File: src/rtl/ipb_pkg.sv
package ipb_pkg;
  // strobes issued by the control to the datapath each cycle
  typedef struct packed {
    logic clrAll;    // loop entry: clear table and counters
    logic wrEntry;   // store accepted: write timestamp entry
    logic countArc;  // load found an earlier-iteration store
    logic bumpOvf;   // per-iteration line budget just exceeded
  } ipbStrobe_t;
endpackage

File: src/rtl/ipb_table.sv
module ipb_table #(
  parameter int ADDR_W = 16,
  parameter int IDX_W  = 4,
  parameter int ITER_W = 8,
  parameter int TIME_W = 16
) (
  input  logic              clk,
  input  logic              rstN,
  input  logic              clr,
  input  logic              wr,
  input  logic [ADDR_W-1:0] addr,
  input  logic [ITER_W-1:0] curIter,
  input  logic [TIME_W-1:0] curTime,
  output logic              hitTag,
  output logic [ITER_W-1:0] hitIter,
  output logic [TIME_W-1:0] hitTime
);
  localparam int ENTRIES = 1 << IDX_W;
  localparam int TAG_W   = ADDR_W - IDX_W;

  logic [ENTRIES-1:0] validQ;
  logic [TAG_W-1:0]   tagQ  [ENTRIES];
  logic [ITER_W-1:0]  iterQ [ENTRIES];
  logic [TIME_W-1:0]  timeQ [ENTRIES];

  logic [IDX_W-1:0] idx;
  logic [TAG_W-1:0] tag;
  assign idx = addr[IDX_W-1:0];
  assign tag = addr[ADDR_W-1:IDX_W];

  always_ff @(posedge clk or negedge rstN) begin
    if (!rstN)         validQ <= '0;
    else if (clr)      validQ <= '0;
    else if (wr)       validQ[idx] <= 1'b1;
  end

  always_ff @(posedge clk) begin
    if (wr && !clr) begin
      tagQ[idx]  <= tag;
      iterQ[idx] <= curIter;
      timeQ[idx] <= curTime;
    end
  end

  assign hitTag  = validQ[idx] && (tagQ[idx] == tag);
  assign hitIter = iterQ[idx];
  assign hitTime = timeQ[idx];

  // loop entry leaves no valid entry behind
  a_r2_table_cleared: assert property (@(posedge clk) disable iff (!rstN)
    clr |=> ($countones(validQ) == 0));

  // a write makes its entry valid
  a_r4_write_valid: assert property (@(posedge clk) disable iff (!rstN)
    (wr && !clr) |=> validQ[$past(idx)]);
endmodule

File: src/rtl/ipb_ctrl.sv
module ipb_ctrl
  import ipb_pkg::*;
#(
  parameter int ITER_W = 8,
  parameter int TIME_W = 16,
  parameter int CNT_W  = 16
) (
  input  logic              clk,
  input  logic              rstN,
  input  logic              loopEnter,
  input  logic              iterNext,
  input  logic              loopExit,
  input  logic              memValid,
  input  logic              memIsStore,
  input  logic [CNT_W-1:0]  ovfLimit,
  input  logic              hitTag,
  input  logic [ITER_W-1:0] hitIter,
  input  logic [TIME_W-1:0] hitTime,
  output ipbStrobe_t        strobe,
  output logic [ITER_W-1:0] curIter,
  output logic [TIME_W-1:0] curTime,
  output logic [TIME_W-1:0] arcDist
);
  logic              armedQ;
  logic [ITER_W-1:0] iterQ;
  logic [TIME_W-1:0] timeQ;
  logic [CNT_W-1:0]  lineQ;

  logic anyAnn, memOk, sameLine, newLine, lineFull;

  assign anyAnn   = loopEnter | iterNext | loopExit;
  assign memOk    = armedQ & memValid & ~anyAnn;
  assign sameLine = hitTag && (hitIter == iterQ);
  assign lineFull = (lineQ == {CNT_W{1'b1}});

  always_comb begin
    strobe          = '0;
    strobe.clrAll   = loopEnter;
    strobe.wrEntry  = memOk & memIsStore;
    strobe.countArc = memOk & ~memIsStore & hitTag & (hitIter < iterQ);
    newLine         = strobe.wrEntry & ~sameLine;
    strobe.bumpOvf  = newLine & (lineQ == ovfLimit) & ~lineFull;
  end

  assign arcDist = timeQ - hitTime;
  assign curIter = iterQ;
  assign curTime = timeQ;

  always_ff @(posedge clk or negedge rstN) begin
    if (!rstN) begin
      armedQ <= 1'b0;
      iterQ  <= '0;
      timeQ  <= '0;
      lineQ  <= '0;
    end else if (loopEnter) begin
      armedQ <= 1'b1;
      iterQ  <= '0;
      timeQ  <= '0;
      lineQ  <= '0;
    end else if (loopExit) begin
      armedQ <= 1'b0;
    end else if (armedQ) begin
      if (timeQ != {TIME_W{1'b1}}) timeQ <= timeQ + 1'b1;
      if (iterNext) begin
        if (iterQ != {ITER_W{1'b1}}) iterQ <= iterQ + 1'b1;
        lineQ <= '0;
      end else if (newLine && !lineFull) begin
        lineQ <= lineQ + 1'b1;
      end
    end
  end

  // nothing reaches the datapath while disarmed
  a_r2_quiet_disarmed: assert property (@(posedge clk) disable iff (!rstN)
    !armedQ |-> (!strobe.wrEntry && !strobe.countArc && !strobe.bumpOvf));

  // annotation cycles swallow the memory input
  a_r3_ann_masks_mem: assert property (@(posedge clk) disable iff (!rstN)
    (iterNext || loopExit) |-> (!strobe.wrEntry && !strobe.countArc));

  // the budget is crossed at most once in a row
  a_r8_ovf_single: assert property (@(posedge clk) disable iff (!rstN)
    strobe.bumpOvf |=> !strobe.bumpOvf);

  // iteration boundary advances the iteration number
  a_r5_iter_step: assert property (@(posedge clk) disable iff (!rstN)
    (armedQ && iterNext && !loopEnter && !loopExit) |=>
      (iterQ == $past(iterQ) + 1'b1 || iterQ == {ITER_W{1'b1}}));

  // armed time runs forward by one per cycle
  a_r4_time_step: assert property (@(posedge clk) disable iff (!rstN)
    (armedQ && !anyAnn) |=>
      (timeQ == $past(timeQ) + 1'b1 || timeQ == {TIME_W{1'b1}}));
endmodule

File: src/rtl/ipb_stats.sv
module ipb_stats
  import ipb_pkg::*;
#(
  parameter int CNT_W  = 16,
  parameter int TIME_W = 16
) (
  input  logic              clk,
  input  logic              rstN,
  input  ipbStrobe_t        strobe,
  input  logic [TIME_W-1:0] arcDist,
  input  logic [1:0]        rdAddr,
  output logic [CNT_W-1:0]  rdData
);
  localparam int SUM_W = ((CNT_W > TIME_W) ? CNT_W : TIME_W) + 1;
  localparam logic [CNT_W-1:0] MAXV = {CNT_W{1'b1}};

  logic [CNT_W-1:0] arcQ, distQ, ovfQ;
  logic [SUM_W-1:0] distSum;

  assign distSum = SUM_W'(distQ) + SUM_W'(arcDist);

  always_ff @(posedge clk or negedge rstN) begin
    if (!rstN) begin
      arcQ  <= '0;
      distQ <= '0;
      ovfQ  <= '0;
    end else if (strobe.clrAll) begin
      arcQ  <= '0;
      distQ <= '0;
      ovfQ  <= '0;
    end else begin
      if (strobe.countArc) begin
        if (arcQ != MAXV) arcQ <= arcQ + 1'b1;
        distQ <= (distSum > SUM_W'(MAXV)) ? MAXV : distSum[CNT_W-1:0];
      end
      if (strobe.bumpOvf && ovfQ != MAXV) ovfQ <= ovfQ + 1'b1;
    end
  end

  always_comb begin
    unique case (rdAddr)
      2'd0:    rdData = arcQ;
      2'd1:    rdData = distQ;
      2'd2:    rdData = ovfQ;
      default: rdData = '0;
    endcase
  end

  // counters never wrap back down outside a clear
  a_r9_arc_monotonic: assert property (@(posedge clk) disable iff (!rstN)
    !strobe.clrAll |=> (arcQ >= $past(arcQ)));

  // the distance sum only moves on a counted arc
  a_r6_dist_on_arc: assert property (@(posedge clk) disable iff (!rstN)
    (!strobe.countArc && !strobe.clrAll) |=> $stable(distQ));

  // overflow count steps by at most one
  a_r8_ovf_step: assert property (@(posedge clk) disable iff (!rstN)
    !strobe.clrAll |=> (ovfQ == $past(ovfQ) || ovfQ == $past(ovfQ) + 1'b1));
endmodule

File: src/rtl/iter_dep_profiler.sv
module iter_dep_profiler
  import ipb_pkg::*;
#(
  parameter int ADDR_W = 16,
  parameter int IDX_W  = 4,
  parameter int ITER_W = 8,
  parameter int TIME_W = 16,
  parameter int CNT_W  = 16
) (
  input  logic              clk,
  input  logic              rstN,
  input  logic              loopEnter,
  input  logic              iterNext,
  input  logic              loopExit,
  input  logic              memValid,
  input  logic              memIsStore,
  input  logic [ADDR_W-1:0] memAddr,
  input  logic [CNT_W-1:0]  ovfLimit,
  input  logic [1:0]        rdAddr,
  output logic [CNT_W-1:0]  rdData
);
  ipbStrobe_t        strobe;
  logic              hitTag;
  logic [ITER_W-1:0] hitIter, curIter;
  logic [TIME_W-1:0] hitTime, curTime, arcDist;

  ipb_ctrl #(.ITER_W(ITER_W), .TIME_W(TIME_W), .CNT_W(CNT_W)) uCtrl (
    .clk(clk), .rstN(rstN),
    .loopEnter(loopEnter), .iterNext(iterNext), .loopExit(loopExit),
    .memValid(memValid), .memIsStore(memIsStore), .ovfLimit(ovfLimit),
    .hitTag(hitTag), .hitIter(hitIter), .hitTime(hitTime),
    .strobe(strobe), .curIter(curIter), .curTime(curTime), .arcDist(arcDist)
  );

  ipb_table #(.ADDR_W(ADDR_W), .IDX_W(IDX_W), .ITER_W(ITER_W), .TIME_W(TIME_W)) uTable (
    .clk(clk), .rstN(rstN),
    .clr(strobe.clrAll), .wr(strobe.wrEntry), .addr(memAddr),
    .curIter(curIter), .curTime(curTime),
    .hitTag(hitTag), .hitIter(hitIter), .hitTime(hitTime)
  );

  ipb_stats #(.CNT_W(CNT_W), .TIME_W(TIME_W)) uStats (
    .clk(clk), .rstN(rstN), .strobe(strobe), .arcDist(arcDist),
    .rdAddr(rdAddr), .rdData(rdData)
  );
endmodule

File: config.mk
export PLATFORM = sky130hd
export DESIGN_NAME = iter_dep_profiler
export DESIGN_NICKNAME = d
export VERILOG_FILES = /design/src/rtl/ipb_pkg.sv /design/src/rtl/ipb_table.sv /design/src/rtl/ipb_ctrl.sv /design/src/rtl/ipb_stats.sv /design/src/rtl/iter_dep_profiler.sv
export SDC_FILE = /design/constraint.sdc
export NUM_CORES = 1
export LEC_CHECK = 0
export ABC_CLOCK_PERIOD_IN_PS = 6000
export BUFFER_PORTS_ARGS = -buffer_cell sky130_fd_sc_hd__buf_2
export CAP_MARGIN = 20
export CORE_ASPECT_RATIO = 1.4
export CORE_MARGIN = 5
export CORE_UTILIZATION = 35
export CTS_BUF_LIST = sky130_fd_sc_hd__clkbuf_16
export DETAILED_ROUTE_END_ITERATION = 16
export SLEW_MARGIN = 20
export SYNTH_ARGS = -nofsm -noshare
export SYNTH_HDL_FRONTEND = slang
export SYNTH_SLANG_ARGS = --single-unit
File: constraint.sdc
create_clock -name clk -period 6 [get_ports clk]
set_input_delay 0.6 -clock clk [delete_from_list [all_inputs] [get_ports clk]]
set_output_delay 0.6 -clock clk [all_outputs]
set_load 0.005 [all_outputs]
==> metrics.md <==
| Metric | Value |
|---|---|
| Compound-Gate Fraction of Synth Area | 4.883% |
| Number of enable flip-flop cells after synthesis | 576 |
| RR Endpoint | uStats.distQ[5]$_DFFE_PN0P_ |
| Fin area | 33,430 um^2 |
| Cell with the most instances after synthesis | edfxtp_1 |
| Clock transition at path regs | 0.06 ns |
| Setup violators final | 0 |
| TritonCTS buffer count | 69 |
| Fin nets | 1,917 |
| Reg area | 19,920 um^2 |
| Die Area | 89,260 um^2 |
| Drt pass-1 iters | 7 |
| Synth area leaders | edfxtp_1 59%, mux4_2 13%, dfrtp_1 9.0% |
| Post-synthesis cell count | 1,719 |
| Slew @ Worst Pin | 1.101 ns |
| Minimum clock period | 5.107 ns |
| Hold slack | 0.05226 ns |
| Skew final | 0.04437 ns |
| Worst R2R Start | uTable.timeQ[6][1]$_DFFE_PP_ |
| WL met3 | 3.448 mm |
| Register area share after synthesis | 68.33% |
| Initial core utilization | 35.18% |
| Relative slew slack | 26.44% |
| Fill count | 7,445 |
| Startpoint types | primary input |
| Port Buffers | 56 |
| Initial antenna violation count | 2 |
| Clock buffer depth | 3 |
| Post-CTS sizing | 0 |
| Post-CTS Hold Buffers | 0 |
| First-pass GRT wire length | 102.3 mm |
| Top fanout value on the critical path | 19 |
| RD Place Congestion | 0.8044 |
| Unique cell type count in the Yosys netlist | 65 |
| Wl on met1 | 28.55 mm |
| Vias | 15,760 |
| Drt via density | 5.321 |
| Area after DPL | 31,020 um^2 |
| Crit path capture type | register |
| Final period util | 85.12% |
| Kind of critical path | primary input to register |
| WP data required | 6.46 ns |
| RSZ-0062 raised after global routing | no |
| Flop and latch count out of synthesis | 681 |
| PD cells | 301.2 nW/um^2 |
| Fmax | 195.8 MHz |
| Vias in the first global route | 16,390 |
| Synthesized Nets | 1,810 |
| Worst ir drop on vdd | 0.2082 mV |
| Largest family of logic cells by synthesized area | multiplexers |
| Post-synth top area share | 59.32% |
| Layout area overhead | 14.65% |
| Detailed Place HPWL | 41.29 mm |
| Hold WC Path Type | primary input to asynchronous set/reset pin |
| Layout cell share with drive strength beyond 1 | 22.21% |
| Ports | 57 |
| Simple-gate share of the synthesized area | 5.664% |
| Final Hold Viols | 0 |
| Max Cap Viol | 0 |
| Metal2 WL | 34.78 mm |
| Pin count of the biggest net entering global routing | 59 |
| Worst Path Arrival | 5.56 ns |
| Final Slew Violations | 0 |
| R2R depth | 23 |
| CTS H-Tree Depth | 3 |
| Row count | 125 |
| Final Non-Filler Cells | 2,962 |
| Area of the multi-input gates | 8807 um^2 |
| Outcome | complete, no violations |
| Die Wd | 253.9 um |
| GRT Total Usage | 15.19% |
| CTS tree | done |
| Cell total after placement | 2,834 |
| LEAKAGE | 11.51 nW |
| Grt ovf | 0 |
| Setup bufs post-CTS | 0 |
| Root Driver | clkbuf_16 |
| Residual DRC | 0 |
| Syn_area_per_cell | 16.96 um^2 |
| Ys flop type | edfxtp_1 |
| Total Power | 10.07 mW |
| Synth Area in Adders | 2.197% |
| Post-synthesis mux area share | 14.53% |
| Clk sinks | 681 |
| Highest Signal Layer | met5 |
| Yosys Warn Count | 0 |
| R2R setup slack | 0.92 ns |
| Total negative slack | 0 ns |
| Worst skew pair latency | 0.63 ns |
| Core Area | 82,890 um^2 |
| Post-Synth XOR/XNOR Area | 2.553% |
| Largest area contributor in the netlist | edfxtp_1 |
| Async S/R FF share, synth | 15.42% |
| Initial DRC count | 1,316 |
| WL/cell | 23.02 um |
| Synth top cells by count | 576 x edfxtp_1, 162 x mux4_2, 105 x dfrtp_1 |
| Post-route ant nets | 0 |
| Total Wirelength | 68.20 mm |
| Chip Height | 351.5 um |
| Syn Std Cell Area | 29,160 um^2 |
-- logic make-up after synthesis --
kind of cell	after synthesis
AOI/OAI and AO/OA	224
muxes	219
xor gates and xnor gates	85
DFF	681
adders and majority gates	50
and+or+nand+nor	337
buffers and inverters	123
-- per-stage QoR --
step | setup WS [ns] | utilization [%]
3_3_place_gp | 0.2914 | 37.42
3_5_place_dp | 0.2786 | 37.42
4_1_cts | 0.8610 | 40.32
5_1_grt | 0.4275 | 40.32
2_1_floorplan | 0.001491 | -
6_report | 0.8926 | 40.33
-- critical path: stages --
cell and delay [ns]:
clkbuf_8 0.27, mux4_2 0.56, mux4_2 0.48, inv_1 0.11, ha_1 0.24, a21o_1 0.16, a21o_1 0.20, a21oi_1 0.14
o21ai_0 0.14, a311oi_1 0.31, nor3_1 0.13, and2_1 0.18, nor2_1 0.15, ha_1 0.30, nand2_1 0.11, nor2_1 0.05
a211oi_1 0.18, o31a_1 0.21, o21ai_0 0.14, a21o_1 0.20, a21o_1 0.20, buf_4 0.19, o21ai_0 0.18, o21ai_0 0.10
-- layout make-up --
class	instances	share of cell area (%)
multi-input combinational	915	26.35
tap	1079	4.039
clock buffer	72	5.390
timing repair buffer	110	2.253
inverter	49	0.5502
antenna	1	0.007486
clock inverter	55	1.812
sequential	681	59.60
-- cell usage in the layout (no fill, tap or decap), types with 7 or more instances in the layout --
cell type | netlist | routed
mux4_2 | 162 | 162
xnor2_1 | 49 | 49
mux2i_1 | 43 | 43
clkbuf_16 | 0 | 72
nor3_1 | 22 | 18
nor2_4 | 0 | 12
and2_1 | 13 | 13
clkinv_2 | 0 | 10
edfxtp_1 | 576 | 576
or3_1 | 13 | 13
and3_1 | 17 | 17
xor2_1 | 36 | 36
o211ai_1 | 8 | 8
nand3_1 | 26 | 26
a21oi_1 | 40 | 40
buf_4 | 3 | 51
clkinv_1 | 0 | 11
buf_2 | 12 | 53
nand4_1 | 23 | 23
o21ai_0 | 81 | 81
a21o_1 | 29 | 29
nor2b_1 | 12 | 12
mux2_2 | 14 | 14
clkinvlp_4 | 0 | 7
nand2_1 | 94 | 94
bufinv_16 | 0 | 10
ha_1 | 48 | 48
inv_1 | 48 | 56
nor2_1 | 87 | 75
nand2b_1 | 7 | 7
dfrtp_1 | 105 | 105
a211oi_1 | 7 | 7
-- how the worst max path moves through the flow --
| stage | start | to | slack (ns) | cells past startpoint |
|---|---|---|---|---|
| 2_1_floorplan | memAddr[0] | uStats.distQ[11]$_DFFE_PN0P_ | 0.001 | 29 |
| 3_3_place_gp | memAddr[0] | uStats.distQ[12]$_DFFE_PN0P_ | 0.29 | 24 |
| 3_5_place_dp | memAddr[0] | uStats.distQ[5]$_DFFE_PN0P_ | 0.28 | 24 |
| 4_1_cts | uTable.timeQ[6][1]$_DFFE_PP_ | uStats.distQ[5]$_DFFE_PN0P_ | 0.86 | 23 |
| 5_1_grt | memAddr[0] | uStats.distQ[5]$_DFFE_PN0P_ | 0.43 | 24 |
| 6_report | memAddr[0] | uStats.distQ[5]$_DFFE_PN0P_ | 0.89 | 24 |
-- where the power goes --
part	total [mW]	switching (mW)	internal, mW
Sequential	5.17	0.0354	5.13
Clock	4.48	1.84	2.64
Combinational	0.418	0.248	0.170
Total	10.1	2.13	7.94
-- registers in the layout (all words and copies together), names as in the netlist --
signal / flops
uCtrl.armedQ: 1
uCtrl.curIter: 8
uCtrl.curTime: 16
uCtrl.lineQ: 16
uStats.arcQ: 16
uStats.distQ: 16
uStats.ovfQ: 16
uTable.iterQ: 128
uTable.tagQ: 192
uTable.timeQ: 256
uTable.validQ: 16
-- routing by layer --
metal,vias to the layer above,GRT usage [%]
li1,7015,-
met1,8254,19.99
met2,395,26.34
met3,95,2.102
met4,2,4.604
met5,-,0
Power figures use the tool's default switching activity.
